[src/rtl/jdp_pkg.sv]
package jdp_pkg;
  typedef enum logic [3:0] {
    TLR, RTI, SEL_DR, CAP_DR, SH_DR, EX1_DR, PAU_DR, EX2_DR, UPD_DR,
    SEL_IR, CAP_IR, SH_IR, EX1_IR, PAU_IR, EX2_IR, UPD_IR
  } tap_state_e;

  typedef enum logic [1:0] {CH_BYP, CH_ID, CH_DP, CH_AP} chain_e;

  localparam int          IR_W      = 4;
  localparam logic [3:0]  IR_DPACC  = 4'hA;
  localparam logic [3:0]  IR_APACC  = 4'hB;
  localparam logic [3:0]  IR_IDCODE = 4'hE;
  localparam logic [3:0]  IR_CAPT   = 4'b0001;

  localparam int          DATA_W    = 32;
  localparam int          HDR_W     = 3;
  localparam int          ACC_W     = DATA_W + HDR_W;

  localparam logic [1:0]  DP_CTRL   = 2'd1;
  localparam logic [1:0]  DP_SEL    = 2'd2;
  localparam logic [1:0]  DP_RBUF   = 2'd3;

  localparam int          ERR_BIT   = 5;
  localparam int          PREQ_LSB  = 28;  // req at 28+2g, ack at 29+2g
  localparam int          SEL_LSB   = 24;
  localparam int          BANK_LSB  = 4;
endpackage

[src/rtl/jdp_tap.sv]
module jdp_tap
  import jdp_pkg::*;
(
  input  logic             tck_i,
  input  logic             rst_ni,
  input  logic             tms_i,
  input  logic             tdi_i,
  output tap_state_e       state_o,
  output logic [IR_W-1:0]  ir_o,
  output logic             ir_tdo_o
);
  tap_state_e state_q, state_d;
  logic [IR_W-1:0] ir_sr_q, ir_q;

  always_comb begin
    unique case (state_q)
      TLR:     state_d = tms_i ? TLR    : RTI;
      RTI:     state_d = tms_i ? SEL_DR : RTI;
      SEL_DR:  state_d = tms_i ? SEL_IR : CAP_DR;
      CAP_DR:  state_d = tms_i ? EX1_DR : SH_DR;
      SH_DR:   state_d = tms_i ? EX1_DR : SH_DR;
      EX1_DR:  state_d = tms_i ? UPD_DR : PAU_DR;
      PAU_DR:  state_d = tms_i ? EX2_DR : PAU_DR;
      EX2_DR:  state_d = tms_i ? UPD_DR : SH_DR;
      UPD_DR:  state_d = tms_i ? SEL_DR : RTI;
      SEL_IR:  state_d = tms_i ? TLR    : CAP_IR;
      CAP_IR:  state_d = tms_i ? EX1_IR : SH_IR;
      SH_IR:   state_d = tms_i ? EX1_IR : SH_IR;
      EX1_IR:  state_d = tms_i ? UPD_IR : PAU_IR;
      PAU_IR:  state_d = tms_i ? EX2_IR : PAU_IR;
      EX2_IR:  state_d = tms_i ? UPD_IR : SH_IR;
      UPD_IR:  state_d = tms_i ? SEL_DR : RTI;
      default: state_d = TLR;
    endcase
  end

  always_ff @(posedge tck_i or negedge rst_ni) begin
    if (!rst_ni) begin
      state_q <= TLR;
      ir_sr_q <= IR_CAPT;
      ir_q    <= IR_IDCODE;
    end else begin
      state_q <= state_d;
      if (state_q == CAP_IR)      ir_sr_q <= IR_CAPT;
      else if (state_q == SH_IR)  ir_sr_q <= {tdi_i, ir_sr_q[IR_W-1:1]};
      if (state_q == TLR)         ir_q <= IR_IDCODE;
      else if (state_q == UPD_IR) ir_q <= ir_sr_q;
    end
  end

  assign state_o  = state_q;
  assign ir_o     = ir_q;
  assign ir_tdo_o = ir_sr_q[0];


  tlr_hold_chk: assert property (@(posedge tck_i) disable iff (!rst_ni)
    (state_q == TLR && tms_i) |=> (state_q == TLR));

  tlr_ir_chk: assert property (@(posedge tck_i) disable iff (!rst_ni)
    (state_q == TLR) |=> (ir_q == IR_IDCODE));
endmodule

[src/rtl/jdp_conn_det.sv]
module jdp_conn_det #(
  parameter int CntMax = 16
) (
  input  logic tck_i,
  input  logic rst_ni,
  output logic connected_o
);
  localparam int CntW = $clog2(CntMax + 1);
  localparam logic [CntW-1:0] CntTop = CntW'(CntMax);

  logic [CntW-1:0] cnt_q;

  always_ff @(posedge tck_i or negedge rst_ni) begin
    if (!rst_ni)              cnt_q <= '0;
    else if (cnt_q != CntTop) cnt_q <= cnt_q + 1'b1;
  end

  assign connected_o = (cnt_q == CntTop);


  conn_sticky_chk: assert property (@(posedge tck_i) disable iff (!rst_ni)
    connected_o |=> connected_o);
endmodule

[src/rtl/jdp_port_regs.sv]
module jdp_port_regs
  import jdp_pkg::*;
#(
  parameter int AckDly = 4,
  parameter int SelW   = 8,
  parameter int BankW  = 4
) (
  input  logic              tck_i,
  input  logic              rst_ni,
  input  logic              upd_i,
  input  logic              ap_i,
  input  logic              rnw_i,
  input  logic [1:0]        addr_i,
  input  logic [DATA_W-1:0] wdata_i,
  output logic [DATA_W-1:0] result_o,
  output logic              req_o,
  output logic              req_write_o,
  output logic [1:0]        req_addr_o,
  output logic [SelW-1:0]   sel_o,
  output logic [BankW-1:0]  bank_o,
  output logic [DATA_W-1:0] req_wdata_o,
  input  logic              rsp_valid_i,
  input  logic              rsp_err_i,
  input  logic [DATA_W-1:0] rsp_rdata_i
);
  localparam int NPwr = 2;

  logic [NPwr-1:0]   pwr_req_q, pwr_ack;
  logic              sticky_q;
  logic [SelW-1:0]   sel_q;
  logic [BankW-1:0]  bank_q;
  logic [DATA_W-1:0] result_q, ctrl_rd, sel_rd;
  logic              req_q, req_we_q;
  logic [1:0]        req_addr_q;
  logic [DATA_W-1:0] req_wdata_q;

  wire dp_wr    = upd_i && !ap_i && !rnw_i;
  wire dp_rd    = upd_i && !ap_i &&  rnw_i;
  wire ap_upd   = upd_i &&  ap_i;
  wire rsp_fire = req_q && rsp_valid_i;
  wire err_clr  = dp_wr && (addr_i == DP_CTRL) && wdata_i[ERR_BIT];

  for (genvar g = 0; g < NPwr; g++) begin : g_pwr
    logic [AckDly-1:0] dly_q;
    always_ff @(posedge tck_i or negedge rst_ni) begin
      if (!rst_ni) dly_q <= '0;
      else         dly_q <= (dly_q << 1) | AckDly'(pwr_req_q[g]);
    end
    assign pwr_ack[g] = dly_q[AckDly-1];
  end

  always_comb begin
    ctrl_rd = '0;
    ctrl_rd[ERR_BIT] = sticky_q;
    for (int i = 0; i < NPwr; i++) begin
      ctrl_rd[PREQ_LSB + 2*i]     = pwr_req_q[i];
      ctrl_rd[PREQ_LSB + 2*i + 1] = pwr_ack[i];
    end
    sel_rd = '0;
    sel_rd[SEL_LSB +: SelW]   = sel_q;
    sel_rd[BANK_LSB +: BankW] = bank_q;
  end

  always_ff @(posedge tck_i or negedge rst_ni) begin
    if (!rst_ni) begin
      pwr_req_q   <= '0;
      sticky_q    <= 1'b0;
      sel_q       <= '0;
      bank_q      <= '0;
      result_q    <= '0;
      req_q       <= 1'b0;
      req_we_q    <= 1'b0;
      req_addr_q  <= '0;
      req_wdata_q <= '0;
    end else begin
      if (dp_wr && addr_i == DP_CTRL) begin
        for (int i = 0; i < NPwr; i++) pwr_req_q[i] <= wdata_i[PREQ_LSB + 2*i];
      end
      if (dp_wr && addr_i == DP_SEL) begin
        sel_q  <= wdata_i[SEL_LSB +: SelW];
        bank_q <= wdata_i[BANK_LSB +: BankW];
      end
      // set wins over a same-cycle clear
      if (rsp_fire && rsp_err_i) sticky_q <= 1'b1;
      else if (err_clr)          sticky_q <= 1'b0;
      // read buffer keeps the pending result
      if (dp_rd && addr_i != DP_RBUF) begin
        unique case (addr_i)
          DP_CTRL: result_q <= ctrl_rd;
          DP_SEL:  result_q <= sel_rd;
          default: result_q <= '0;
        endcase
      end else if (rsp_fire && !req_we_q) begin
        result_q <= rsp_rdata_i;
      end
      // a new access while one is outstanding is dropped
      if (ap_upd && !req_q) begin
        req_q       <= 1'b1;
        req_we_q    <= !rnw_i;
        req_addr_q  <= addr_i;
        req_wdata_q <= wdata_i;
      end else if (rsp_fire) begin
        req_q <= 1'b0;
      end
    end
  end

  assign result_o    = result_q;
  assign req_o       = req_q;
  assign req_write_o = req_we_q;
  assign req_addr_o  = req_addr_q;
  assign req_wdata_o = req_wdata_q;
  assign sel_o       = sel_q;
  assign bank_o      = bank_q;


  req_hold_chk: assert property (@(posedge tck_i) disable iff (!rst_ni)
    (req_o && !rsp_valid_i) |=> (req_o && $stable(req_addr_o) &&
                                 $stable(req_wdata_o) && $stable(req_write_o)));

  sticky_set_chk: assert property (@(posedge tck_i) disable iff (!rst_ni)
    (req_o && rsp_valid_i && rsp_err_i) |=> sticky_q);

  sticky_keep_chk: assert property (@(posedge tck_i) disable iff (!rst_ni)
    (sticky_q && !err_clr) |=> sticky_q);
endmodule

[src/rtl/jtag_dbg_port.sv]
module jtag_dbg_port
  import jdp_pkg::*;
#(
  parameter logic [31:0] IdCode     = 32'h4BA00477,
  parameter int          ConnCycles = 16,
  parameter int          AckDelay   = 4,
  parameter int          SelW       = 8,
  parameter int          BankW      = 4
) (
  input  logic              tck_i,
  input  logic              rst_ni,
  input  logic              tms_i,
  input  logic              tdi_i,
  output logic              tdo_o,
  output logic              dbg_connected_o,
  output logic              ap_req_o,
  output logic              ap_write_o,
  output logic [1:0]        ap_addr_o,
  output logic [SelW-1:0]   ap_sel_o,
  output logic [BankW-1:0]  ap_bank_o,
  output logic [DATA_W-1:0] ap_wdata_o,
  input  logic              ap_rsp_valid_i,
  input  logic              ap_rsp_err_i,
  input  logic [DATA_W-1:0] ap_rdata_i
);
  tap_state_e        state;
  logic [IR_W-1:0]   ir;
  logic              ir_tdo;
  chain_e            chain;
  logic [ACC_W-1:0]  dr_sr_q;
  logic [DATA_W-1:0] result;
  logic              acc_upd;

  jdp_tap u_tap (
    .tck_i, .rst_ni, .tms_i, .tdi_i,
    .state_o (state),
    .ir_o    (ir),
    .ir_tdo_o(ir_tdo)
  );

  jdp_conn_det #(.CntMax(ConnCycles)) u_conn (
    .tck_i, .rst_ni,
    .connected_o(dbg_connected_o)
  );

  always_comb begin
    unique case (ir)
      IR_DPACC:  chain = CH_DP;
      IR_APACC:  chain = CH_AP;
      IR_IDCODE: chain = CH_ID;
      default:   chain = CH_BYP;
    endcase
  end

  always_ff @(posedge tck_i or negedge rst_ni) begin
    if (!rst_ni) begin
      dr_sr_q <= '0;
    end else if (state == CAP_DR) begin
      unique case (chain)
        CH_ID:        dr_sr_q <= {{HDR_W{1'b0}}, IdCode};
        CH_DP, CH_AP: dr_sr_q <= {result, {HDR_W{1'b0}}};
        default:      dr_sr_q <= '0;
      endcase
    end else if (state == SH_DR) begin
      unique case (chain)
        CH_ID:        dr_sr_q <= {{HDR_W{1'b0}}, tdi_i, dr_sr_q[DATA_W-1:1]};
        CH_DP, CH_AP: dr_sr_q <= {tdi_i, dr_sr_q[ACC_W-1:1]};
        default:      dr_sr_q <= {{(ACC_W-1){1'b0}}, tdi_i};
      endcase
    end
  end

  assign acc_upd = (state == UPD_DR) && (chain == CH_DP || chain == CH_AP);

  jdp_port_regs #(.AckDly(AckDelay), .SelW(SelW), .BankW(BankW)) u_regs (
    .tck_i, .rst_ni,
    .upd_i      (acc_upd),
    .ap_i       (chain == CH_AP),
    .rnw_i      (dr_sr_q[0]),
    .addr_i     (dr_sr_q[2:1]),
    .wdata_i    (dr_sr_q[ACC_W-1:HDR_W]),
    .result_o   (result),
    .req_o      (ap_req_o),
    .req_write_o(ap_write_o),
    .req_addr_o (ap_addr_o),
    .sel_o      (ap_sel_o),
    .bank_o     (ap_bank_o),
    .req_wdata_o(ap_wdata_o),
    .rsp_valid_i(ap_rsp_valid_i),
    .rsp_err_i  (ap_rsp_err_i),
    .rsp_rdata_i(ap_rdata_i)
  );

  always_comb begin
    if (state == SH_IR)      tdo_o = ir_tdo;
    else if (state == SH_DR) tdo_o = dr_sr_q[0];
    else                     tdo_o = 1'b0;
  end


  dr_idle_hold_chk: assert property (@(posedge tck_i) disable iff (!rst_ni)
    (state != CAP_DR && state != SH_DR) |=> $stable(dr_sr_q));
endmodule

[config.mk]
export PLATFORM = sky130hd
export DESIGN_NAME = jtag_dbg_port
export DESIGN_NICKNAME = d
export VERILOG_FILES = /design/src/rtl/jdp_pkg.sv /design/src/rtl/jdp_tap.sv /design/src/rtl/jdp_conn_det.sv /design/src/rtl/jdp_port_regs.sv /design/src/rtl/jtag_dbg_port.sv
export SDC_FILE = /design/constraint.sdc
export NUM_CORES = 1
export LEC_CHECK = 0
export ABC_AREA = 0
export BUFFER_PORTS_ARGS = -buffer_cell sky130_fd_sc_hd__buf_2
export CAP_MARGIN = 15
export CELL_PAD_IN_SITES_DETAIL_PLACEMENT = 1
export CELL_PAD_IN_SITES_GLOBAL_PLACEMENT = 1
export CORE_UTILIZATION = 49
export DETAILED_ROUTE_END_ITERATION = 16
export PLACE_DENSITY = 0.83
export SKIP_CTS_REPAIR_TIMING = 1
export SYNTH_ARGS = -nofsm -noshare
export SYNTH_HDL_FRONTEND = slang
export SYNTH_HIERARCHICAL = 1
export SYNTH_SLANG_ARGS = --single-unit
[constraint.sdc]
create_clock -name tck_i -period 3.7 [get_ports tck_i]
set_input_delay 0.37 -clock tck_i [delete_from_list [all_inputs] [get_ports tck_i]]
set_output_delay 0.37 -clock tck_i [all_outputs]
set_load 0.01 [all_outputs]
## After elaboration in Yosys (flattened, before gate mapping)

Index checks and enable logic that the tools add are counted.

- Multiply operators: 0
- Muxes and demuxes: 31
- Shift operators: 0
- Bitwise logic cells: 2
- Reduce and logical (&&, ||, !) cells: 29
- Add/subtract/negate cells: 1
- Div/mod/pow operators: 0
- Equal/unequal tests: 26
- Order comparisons: 0

Operators by type and width:

| operator | count |
|---|---|
| 35-bit one-hot mux with 2 select lines | 2 |
| 35-bit 2-to-1 mux | 2 |
| 32-bit 2-to-1 mux | 2 |
| 32-bit one-hot mux with 2 select lines | 1 |
| 4-bit one-hot mux with 12 select lines | 1 |
| 4-bit equality test, second input constant | 11 |
| 4-bit 2-to-1 mux | 8 |
| 4-bit by 3-bit equality test with 1-bit output, second input constant | 4 |
| 1-bit logical AND | 13 |
| 2-bit nonzero test | 6 |
| 1-bit 2-to-1 mux | 9 |
| 4-bit by 2-bit equality test with 1-bit output, second input constant | 2 |
| 4-bit by 1-bit OR with 4-bit output | 2 |
| 2-bit equality test, second input constant | 3 |
| 2-bit 2-to-1 mux | 3 |
| 3-bit 2-to-1 mux | 2 |
| 2-bit one-hot mux with 3 select lines | 1 |
| 2-bit OR reduction | 3 |
| 5-bit by 1-bit adder with 5-bit output, second input constant | 1 |
| 5-bit equality test, second input constant | 1 |
| 5-bit inequality test, second input constant | 1 |
| 2-bit by 1-bit equality test with 1-bit output, second input constant | 2 |
| 4-bit by 1-bit equality test with 1-bit output, second input constant | 1 |
| 1-bit zero test | 4 |
| other kinds (4) | 4 |

- Bits in registers: 143
- Bits in writable memories: 0
- Memories kept: 0
- Word-level logic and storage cells: 105
- Latch bits: 0
- Output and inout bits: 50
- Bits of input ports: 38
- ROM bits: 0

## Depth between registers and ports, before layout

Gate-level depths: netlist (run 1).

- Word-level depth: 11
- Gate-level depth with buffers: 8
- Depth with buffers taken out: 6

## By module

The synthesis (run 1) kept the hierarchy.

Modules (own cells, without submodules):

| module | cells an instance | times used | area an instance (um2) |
|---|---|---|---|
| jdp_port_regs | 290 | 1 | 3,749.8 |
| jtag_dbg_port | 173 | 1 | 1,684.1 |
| jdp_tap | 74 | 1 | 728.2 |
| jdp_conn_det | 20 | 1 | 252.7 |

## Worst setup path after synthesis (run 1)

Ideal clock, no wire load.

- Kind: flip-flop to flip-flop
- Start point: register u_tap.ir_q[1], in the netlist u_tap/ir_o[1]
- End point: register u_regs.bank_q[2], in the netlist u_regs/bank_o[2]
- Stages on the path, launching flop included: 7
- Path buffers: 1
- Setup slack: 1,774 ps
- Arrival time: 1,801 ps
- Path through: dfstp_2 -> nand2_1 -> nor2_1 -> and4b_1 -> and4bb_4 -> buf_6 -> mux2_4

- Cells in the longest elaborated chain, start to end: 8

RTL lines:

| what | RTL line | RTL |
|---|---|---|
| start: declaration | jdp_tap.sv:13 | `logic [IR_W-1:0] ir_sr_q, ir_q;` |
| start signal: assignment | jdp_tap.sv:47 | `else if (state_q == UPD_IR) ir_q <= ir_sr_q;` |
| 4-bit equality test | jtag_dbg_port.sv:47 | `unique case (ir)` |
| 2-bit one-hot mux with 3 select lines * | jtag_dbg_port.sv:47 |  |
| 2-bit equality test | jtag_dbg_port.sv:73 | `assign acc_upd = (state == UPD_DR) && (chain == CH_DP \|\| chain == CH_AP);` |
| 1-bit logical OR * | jtag_dbg_port.sv:73 |  |
| 1-bit logical AND * | jtag_dbg_port.sv:73 |  |
| via acc_upd | jtag_dbg_port.sv:32 | `logic acc_upd;` |
| 1-bit logical AND * (2 in a row) | jdp_port_regs.sv:37 | `wire dp_wr = upd_i && !ap_i && !rnw_i;` |
| 1-bit logical AND * | jdp_port_regs.sv:79 | `if (dp_wr && addr_i == DP_SEL) begin` |
| end signal: assignment | jdp_port_regs.sv:81 | `bank_q <= wdata_i[BANK_LSB +: BankW];` |
| end: declaration | jdp_port_regs.sv:31 | `logic [BankW-1:0] bank_q;` |

Mark *: on every way through the listed nets, which the timed path passes. The rest lies on a longest branch.
A chain may end at the register's enable or synchronous reset.

## Final worst setup path (run 1)

- Start point: register u_tap.state_q[0], in the netlist u_tap/state_o[0]
- End point: register dr_sr_q[23]

- Cells in the longest elaborated chain, start to end: 2

RTL lines:

| what | RTL line | RTL |
|---|---|---|
| start: declaration | jdp_tap.sv:12 | `tap_state_e state_q, state_d;` |
| start signal: assignment | jdp_tap.sv:43 | `state_q <= state_d;` |
| 4-bit by 2-bit equality test with 1-bit output / 4-bit by 3-bit equality test with 1-bit output (equally long branches) | jtag_dbg_port.sv:58, jtag_dbg_port.sv:64 |  |
| 35-bit 2-to-1 mux / 2-bit nonzero test (equally long branches) | - |  |
| end signal: assignment | jtag_dbg_port.sv:60 | `CH_ID: dr_sr_q <= {{HDR_W{1'b0}}, IdCode};` |
| end signal: assignment | jtag_dbg_port.sv:61 | `CH_DP, CH_AP: dr_sr_q <= {result, {HDR_W{1'b0}}};` |
| end signal: assignment | jtag_dbg_port.sv:66 | `CH_ID: dr_sr_q <= {{HDR_W{1'b0}}, tdi_i, dr_sr_q[DATA_W-1:1]};` |
| end: declaration | jtag_dbg_port.sv:30 | `logic [ACC_W-1:0] dr_sr_q;` |

Parallel ways exist; a longest one is shown, timed or not.

==> flow_summary.yaml, run 1 <==
routing:
  drc: 0
  ant_nets: 0
  first_pass_iters: 5
  routed_via_density: 5.74
  num_vias: 4700
  wl_per_cell_um: 21.6
  drtIter0Drc: 289
  wl_mm: 17.7
power:
  finalPower_w: 0.00562
  p_int_w: 0.00359
  p_sw_frac: 0.361
  p_leak_nw: 3.63
  combPwrFrac: 0.268
  p_switching_w: 0.00203
  p_seq_frac: 0.440
  power_density_nw_per_um2: 755
  vdd_drop_max_uv: 327
  clkPwrFrac: 0.292
setup_path:
  crit_type: "flip-flop to flip-flop"
  cp-start-kind: "flip-flop"
  critical_path.startpoint: "u_tap/state_o[0]$_DFF_PN0_"
  end_kind: "flip-flop"
  crit_required_ns: 4.04
  reg2reg_from: "u_tap/state_o[0]$_DFF_PN0_"
  crit_fanout: 22
  worstPathArrival_ns: 2.99
timing:
  clock.fmax_ghz: 0.376
  clock_skew_ns: 0.00825
  setup_ws_ns: 1.04
  relSlewSlack: 0.405
  slew_viol_final: 0
  hold_viol: 0
  tightest_slew_ns: 0.892
  finalSetupTns_ns: 0
  fin_crit_sh: 0.718
  hold_ws_ns: 0.0311
  setup_viol: 0
  fin_crit_ns: 2.66
  rsz0062_at_grt: "false"
global_routing:
  grt_max_degree: 97
  grt_pass1_vias: 5106
  grt_use_total: 0.279
  overflow: 0
  grt_first_pass_wirelength_mm: 27.8
  antenna_found_initial: 0
clock_network:
  cts_tree: "done"
  cts.sinks: 143
  clk_transition_reported_paths_ns: 0.06
  cts_made_buffers: 17
  clockRootBuffer: "clkbuf_16"
  cts_buffer_depth: 2
  cts.htree.levels: 4
  clkLatencyLatePin_ns: 0.42
floorplan:
  core_area_um2: 12700
  die_area_um2: 13600
  die_height_um: 116
  start_util: 0.506
  ios: 88
  num_rows: 41
  chipWidth_um: 116
yosys:
  synth.top_cell.area_share: 0.542
  synth.yosys.seq_area_share: 0.559
  yosysMostFrequentCell: "dfrtp_1"
  ys_seq_elements: 143
  synth_flop_cell: "dfrtp_1"
  yosys-top-cells-count: "139 x dfrtp_1, 69 x nand2_1, 59 x nor2_1, 48 x a21oi_1, 34 x mux2_2"
  yosysWarnings: 6
  synth-async-reset-ratio: 1.00
  syn_inst: 557
  synthTopCellsByArea: "dfrtp_1 54%, mux2_2 6.0%, nand2_1 4.0%"
  synth_edf_count: 0
  synthDistinctLibCells: 55
  synth_area_um2: 6410
  syn-num-nets: 600
  netlist.top_cell.by_area: "dfrtp_1"
  avgSynthCellArea_um2: 11.5
outcome:
  status: "finished, final reports clean"
place:
  io_buffers: 87
  place_congestion: 0.807
  place_ws_ns: 1.13
  dp_hpwl_mm: 10.9
layout:
  syn2layout_area_growth_pct: 16.1
  num_antenna_cells: 0
  drive_gt1_frac: 0.328
  fin_nets: 678
hold_path:
  hold_path.class: "input pin to asynchronous set/reset pin"
job:
  drv_cap: 0
final timing paths:
| kind | depth (start not counted) | endpoint | slack, ns |
|---|---|---|---|
| worst max-delay path | 5 | dr_sr_q[23]$_DFFE_PN0P_ | 1.04 |
| worst min-delay path | 1 | u_regs/req_wdata_o[31]$_DFFE_PN0P_ | 0.03 |
| worst max register to register | 5 | dr_sr_q[23]$_DFFE_PN0P_ | 1.04 |
| worst min register to register | 0 | u_regs/g_pwr[0].dly_q[2]$_DFF_PN0_ | 0.35 |
| max in group asynchronous | 2 | u_tap/ir_sr_q[0]$_DFFE_PN1P_ | 2.69 |
| min in group tck_i | 3 | u_regs/result_o[13]$_DFFE_PN0P_ | 0.18 |
registers in the layout (all words and copies together), names as in the netlist, 4 cells and up:
name,count
dr_sr_q,35
u_regs/req_wdata_o,32
u_regs/result_o,32
u_regs/g_pwr.dly_q,8
u_regs/sel_o,8
u_conn/cnt_q,5
u_regs/bank_o,4
u_tap/ir_o,4
u_tap/ir_sr_q,4
u_tap/state_o,4
worst max-delay path, cell delays in order, from the launching register on:
cell	delay, ns
dfrtp_1	0.82
and4bb_1	0.56
nor3b_4	0.48
buf_4	0.37
a22oi_1	0.13
a21oi_1	0.20
power by group through the flow:
stage	clock (W)	combinational, W	sequential, W
3_3_place_gp	0	0.00135	0.00243
6_report	0.00164	0.00150	0.00247
3_5_place_dp	0	0.00144	0.00248
4_1_cts	0.00166	0.00150	0.00247
2_1_floorplan	0	0.00119	0.00225
5_1_grt	0.00172	0.00166	0.00253
area by class of cell:
cell class | count | area (um^2)
clock buffer | 26 | 509
clock inverter | 5 | 53.8
fill | 1369 | 5220
inverter | 11 | 41.3
multi-input combinational | 365 | 2530
sequential | 143 | 3580
tap | 172 | 215
timing repair buffer | 97 | 517
cells in the final DEF (no fill, tap or decap), types with 4 or more instances in the layout:
cell and n:
mux2_2 34, nand3_1 5, clkbuf_8 5, a21oi_2 20, a221oi_1 20, o21ai_0 12
o21a_1 5, ha_1 5, nand3b_1 4, nor2_1 59, nand2_1 69, buf_2 86
nand2b_1 5, clkbuf_1 4, clkbuf_16 17, inv_1 10, buf_4 10, dfstp_2 4
mux2_4 14, o21ai_1 5, dfrtp_1 139, a22oi_1 18, a21oi_1 48
metal layers:
metal / global-route usage / vias to the layer above / share of wire
met3: 0.0503 / 26 / 0.036
met4: 0.121 / 0 / 0.018
li1: - / 2118 / -
met1: 0.345 / 2440 / 0.41
met2: 0.480 / 116 / 0.54
met5: 0 / - / 0
cell families after synthesis:
| kind of cell | count (synthesis) | share of synthesized area |
|---|---|---|
| AOI/OAI and AO/OA | 139 | 0.149 |
| xor gates and xnor gates | 4 | 0.00546 |
| adders and majority gates | 5 | 0.00975 |
| buffers and inverters | 49 | 0.0492 |
| DFF | 143 | 0.559 |
| muxes | 51 | 0.0971 |
| and+or+nand+nor | 166 | 0.131 |
stage by stage:
stage          instance area [um^2]  instances   util
2_1_floorplan                  6410        557      -
3_3_place_gp                   6890        788  0.543
3_5_place_dp                   6890        788  0.543
4_1_cts                        7450        819  0.588
5_1_grt                        7450        819  0.588
6_report                       7450        819  0.588
Note: power is estimated with default switching activity, not from simulation.
==> run 2: changes to the inputs <==
- CORE_UTILIZATION: 49 -> 46
- PLACE_DENSITY: 0.83 -> 0.79
- clock period: 3.7 -> 2.6 ns (I/O delays scaled with it)
==> run 2 against run 1 <==
  * Routed wire length down 3.2%
  * Highest routed layer unchanged
  * Utilization down 1.9 points
  * First-iteration DRC count down 6.9%
  * Total power up 48%
  * Critical path type unchanged
  * Register-to-register slack worse by 0.75 ns
==> flow_summary.yaml, run 2 (synthesized netlist as in run 1, its figures left out) <==
outcome:
  status: "finished, final reports clean"
clock_network:
  cts_tree: "done"
  cts.htree.levels: 4
  clkLatencyLatePin_ns: 0.43
  cts_buffer_depth: 2
  cts.sinks: 143
  clockRootBuffer: "clkbuf_16"
  clk_transition_reported_paths_ns: 0.06
  cts_made_buffers: 17
floorplan:
  num_rows: 42
  ios: 88
  core_area_um2: 13400
  die_height_um: 120
  start_util: 0.479
  chipWidth_um: 120
  die_area_um2: 14400
setup_path:
  crit_fanout: 12
  cp-start-kind: "flip-flop"
  end_kind: "flip-flop"
  crit_type: "flip-flop to flip-flop"
  r2r_end: "u_regs/bank_o[0]$_DFFE_PN0P_"
  crit_required_ns: 2.92
  reg2reg_from: "u_tap/ir_o[1]$_DFFE_PN1P_"
  worstPathArrival_ns: 2.62
  ff2ff_path_depth: 5
  regToRegSetupSlack_ns: 0.30
layout:
  fill_cells: 1433
  stdcell_area_um2: 7620
  regMostFlops: "dr_sr_q"
  drive_gt1_frac: 0.338
  fin_nets: 684
  syn2layout_area_growth_pct: 18.8
  final_core_utilization: 0.569
  final_common_cell: "dfrtp_1"
  final_cell_mix: "139 x dfrtp_1, 86 x buf_2, 69 x nand2_1"
  largest_reg_flops: 35
  num_antenna_cells: 0
timing:
  setup_viol: 0
  finalSetupTns_ns: 0
  slew_viol_final: 0
  hold_viol: 0
  fin_crit_ns: 2.30
  hold_ws_ns: 0.0622
  rsz0062_at_grt: "false"
  clock.fmax_ghz: 0.434
  clock_skew_ns: 0.00920
  fin_crit_sh: 0.886
  relSlewSlack: 0.313
  tightest_slew_ns: 1.03
place:
  dpl_cell_area_um2: 6970
  dp_hpwl_mm: 10.7
  io_buffers: 87
  place_congestion: 0.780
global_routing:
  grt_first_pass_wirelength_mm: 27.8
  overflow: 0
  antenna_found_initial: 0
  grt_max_degree: 74
  grt_pass1_vias: 5181
  grt_use_total: 0.254
routing:
  num_vias: 4706
  wl_mm: 17.1
  ant_nets: 0
  drc: 0
  drtIter0Drc: 269
  routed_via_density: 5.67
  wl_per_cell_um: 20.6
  first_pass_iters: 4
power:
  p_leak_nw: 3.71
  power_density_nw_per_um2: 1090
  finalPower_w: 0.00830
  vdd_drop_max_uv: 561
hold_path:
  hold_path.class: "input pin to flip-flop"
  whs_endpoint: "u_regs/result_o[23]$_DFFE_PN0P_"
  hold_depth: 3
  hold_path_startpoint: "ap_rdata_i[23]"
job:
  drv_cap: 0
[run 2: routing by layer]
metal | wire, um | track usage | part of all wire | vias up
li1 | - | - | - | 2143
met1 | 7170 | 0.307 | 0.42 | 2409
met2 | 8890 | 0.441 | 0.52 | 119
met3 | 694 | 0.0523 | 0.041 | 35
met4 | 353 | 0.104 | 0.021 | 0
met5 | 0 | 0 | 0 | -
[run 2: stage by stage]
stage / worst slack, ns / instances
6_report: 0.297 / 830
2_1_floorplan: 0.674 / 557
3_3_place_gp: 0.453 / 797
5_1_grt: 0.158 / 830
3_5_place_dp: 0.340 / 797
4_1_cts: 0.302 / 829
[run 2: critical path: stages, from the launching register on]
cell and delay, ns:
dfstp_2 0.54, nand2_1 0.19, nor2_1 0.23, and4b_1 0.37, and4bb_4 0.48, mux2_2 0.38
[run 2: final cells by class]
type	instances	area, um^2	area share
repair buffers	103	602	0.0789
multi-input cells	365	2530	0.332
well taps	176	220	0.0289
clock inverters	7	121	0.0159
inverters	11	41.3	0.00542
flip-flops and latches	143	3580	0.470
clock buffers	25	526	0.0689
[run 2: worst max-delay path by stage]
stage | startpoint | end | slack [ns] | cells past startpoint
finish | u_tap/ir_o[1]$_DFFE_PN1P_ | u_regs/bank_o[0]$_DFFE_PN0P_ | 0.30 | 5
global route | u_tap/ir_o[1]$_DFFE_PN1P_ | u_regs/bank_o[1]$_DFFE_PN0P_ | 0.16 | 5
CTS | u_tap/ir_o[1]$_DFFE_PN1P_ | u_regs/bank_o[0]$_DFFE_PN0P_ | 0.30 | 5
detailed placement | u_tap/ir_o[1]$_DFFE_PN1P_ | u_regs/bank_o[1]$_DFFE_PN0P_ | 0.34 | 5
global placement | u_tap/ir_o[1]$_DFFE_PN1P_ | u_regs/bank_o[0]$_DFFE_PN0P_ | 0.45 | 5
floorplan | u_tap/ir_o[1]$_DFFE_PN1P_ | u_regs/bank_o[2]$_DFFE_PN0P_ | 0.67 | 6
[run 2: report_power, final]
group | total (W) | switching (W) | internal [W]
Combinational | 0.00230 | 0.00140 | 0.000903
Sequential | 0.00336 | 0.000545 | 0.00282
Clock | 0.00264 | 0.000943 | 0.00169
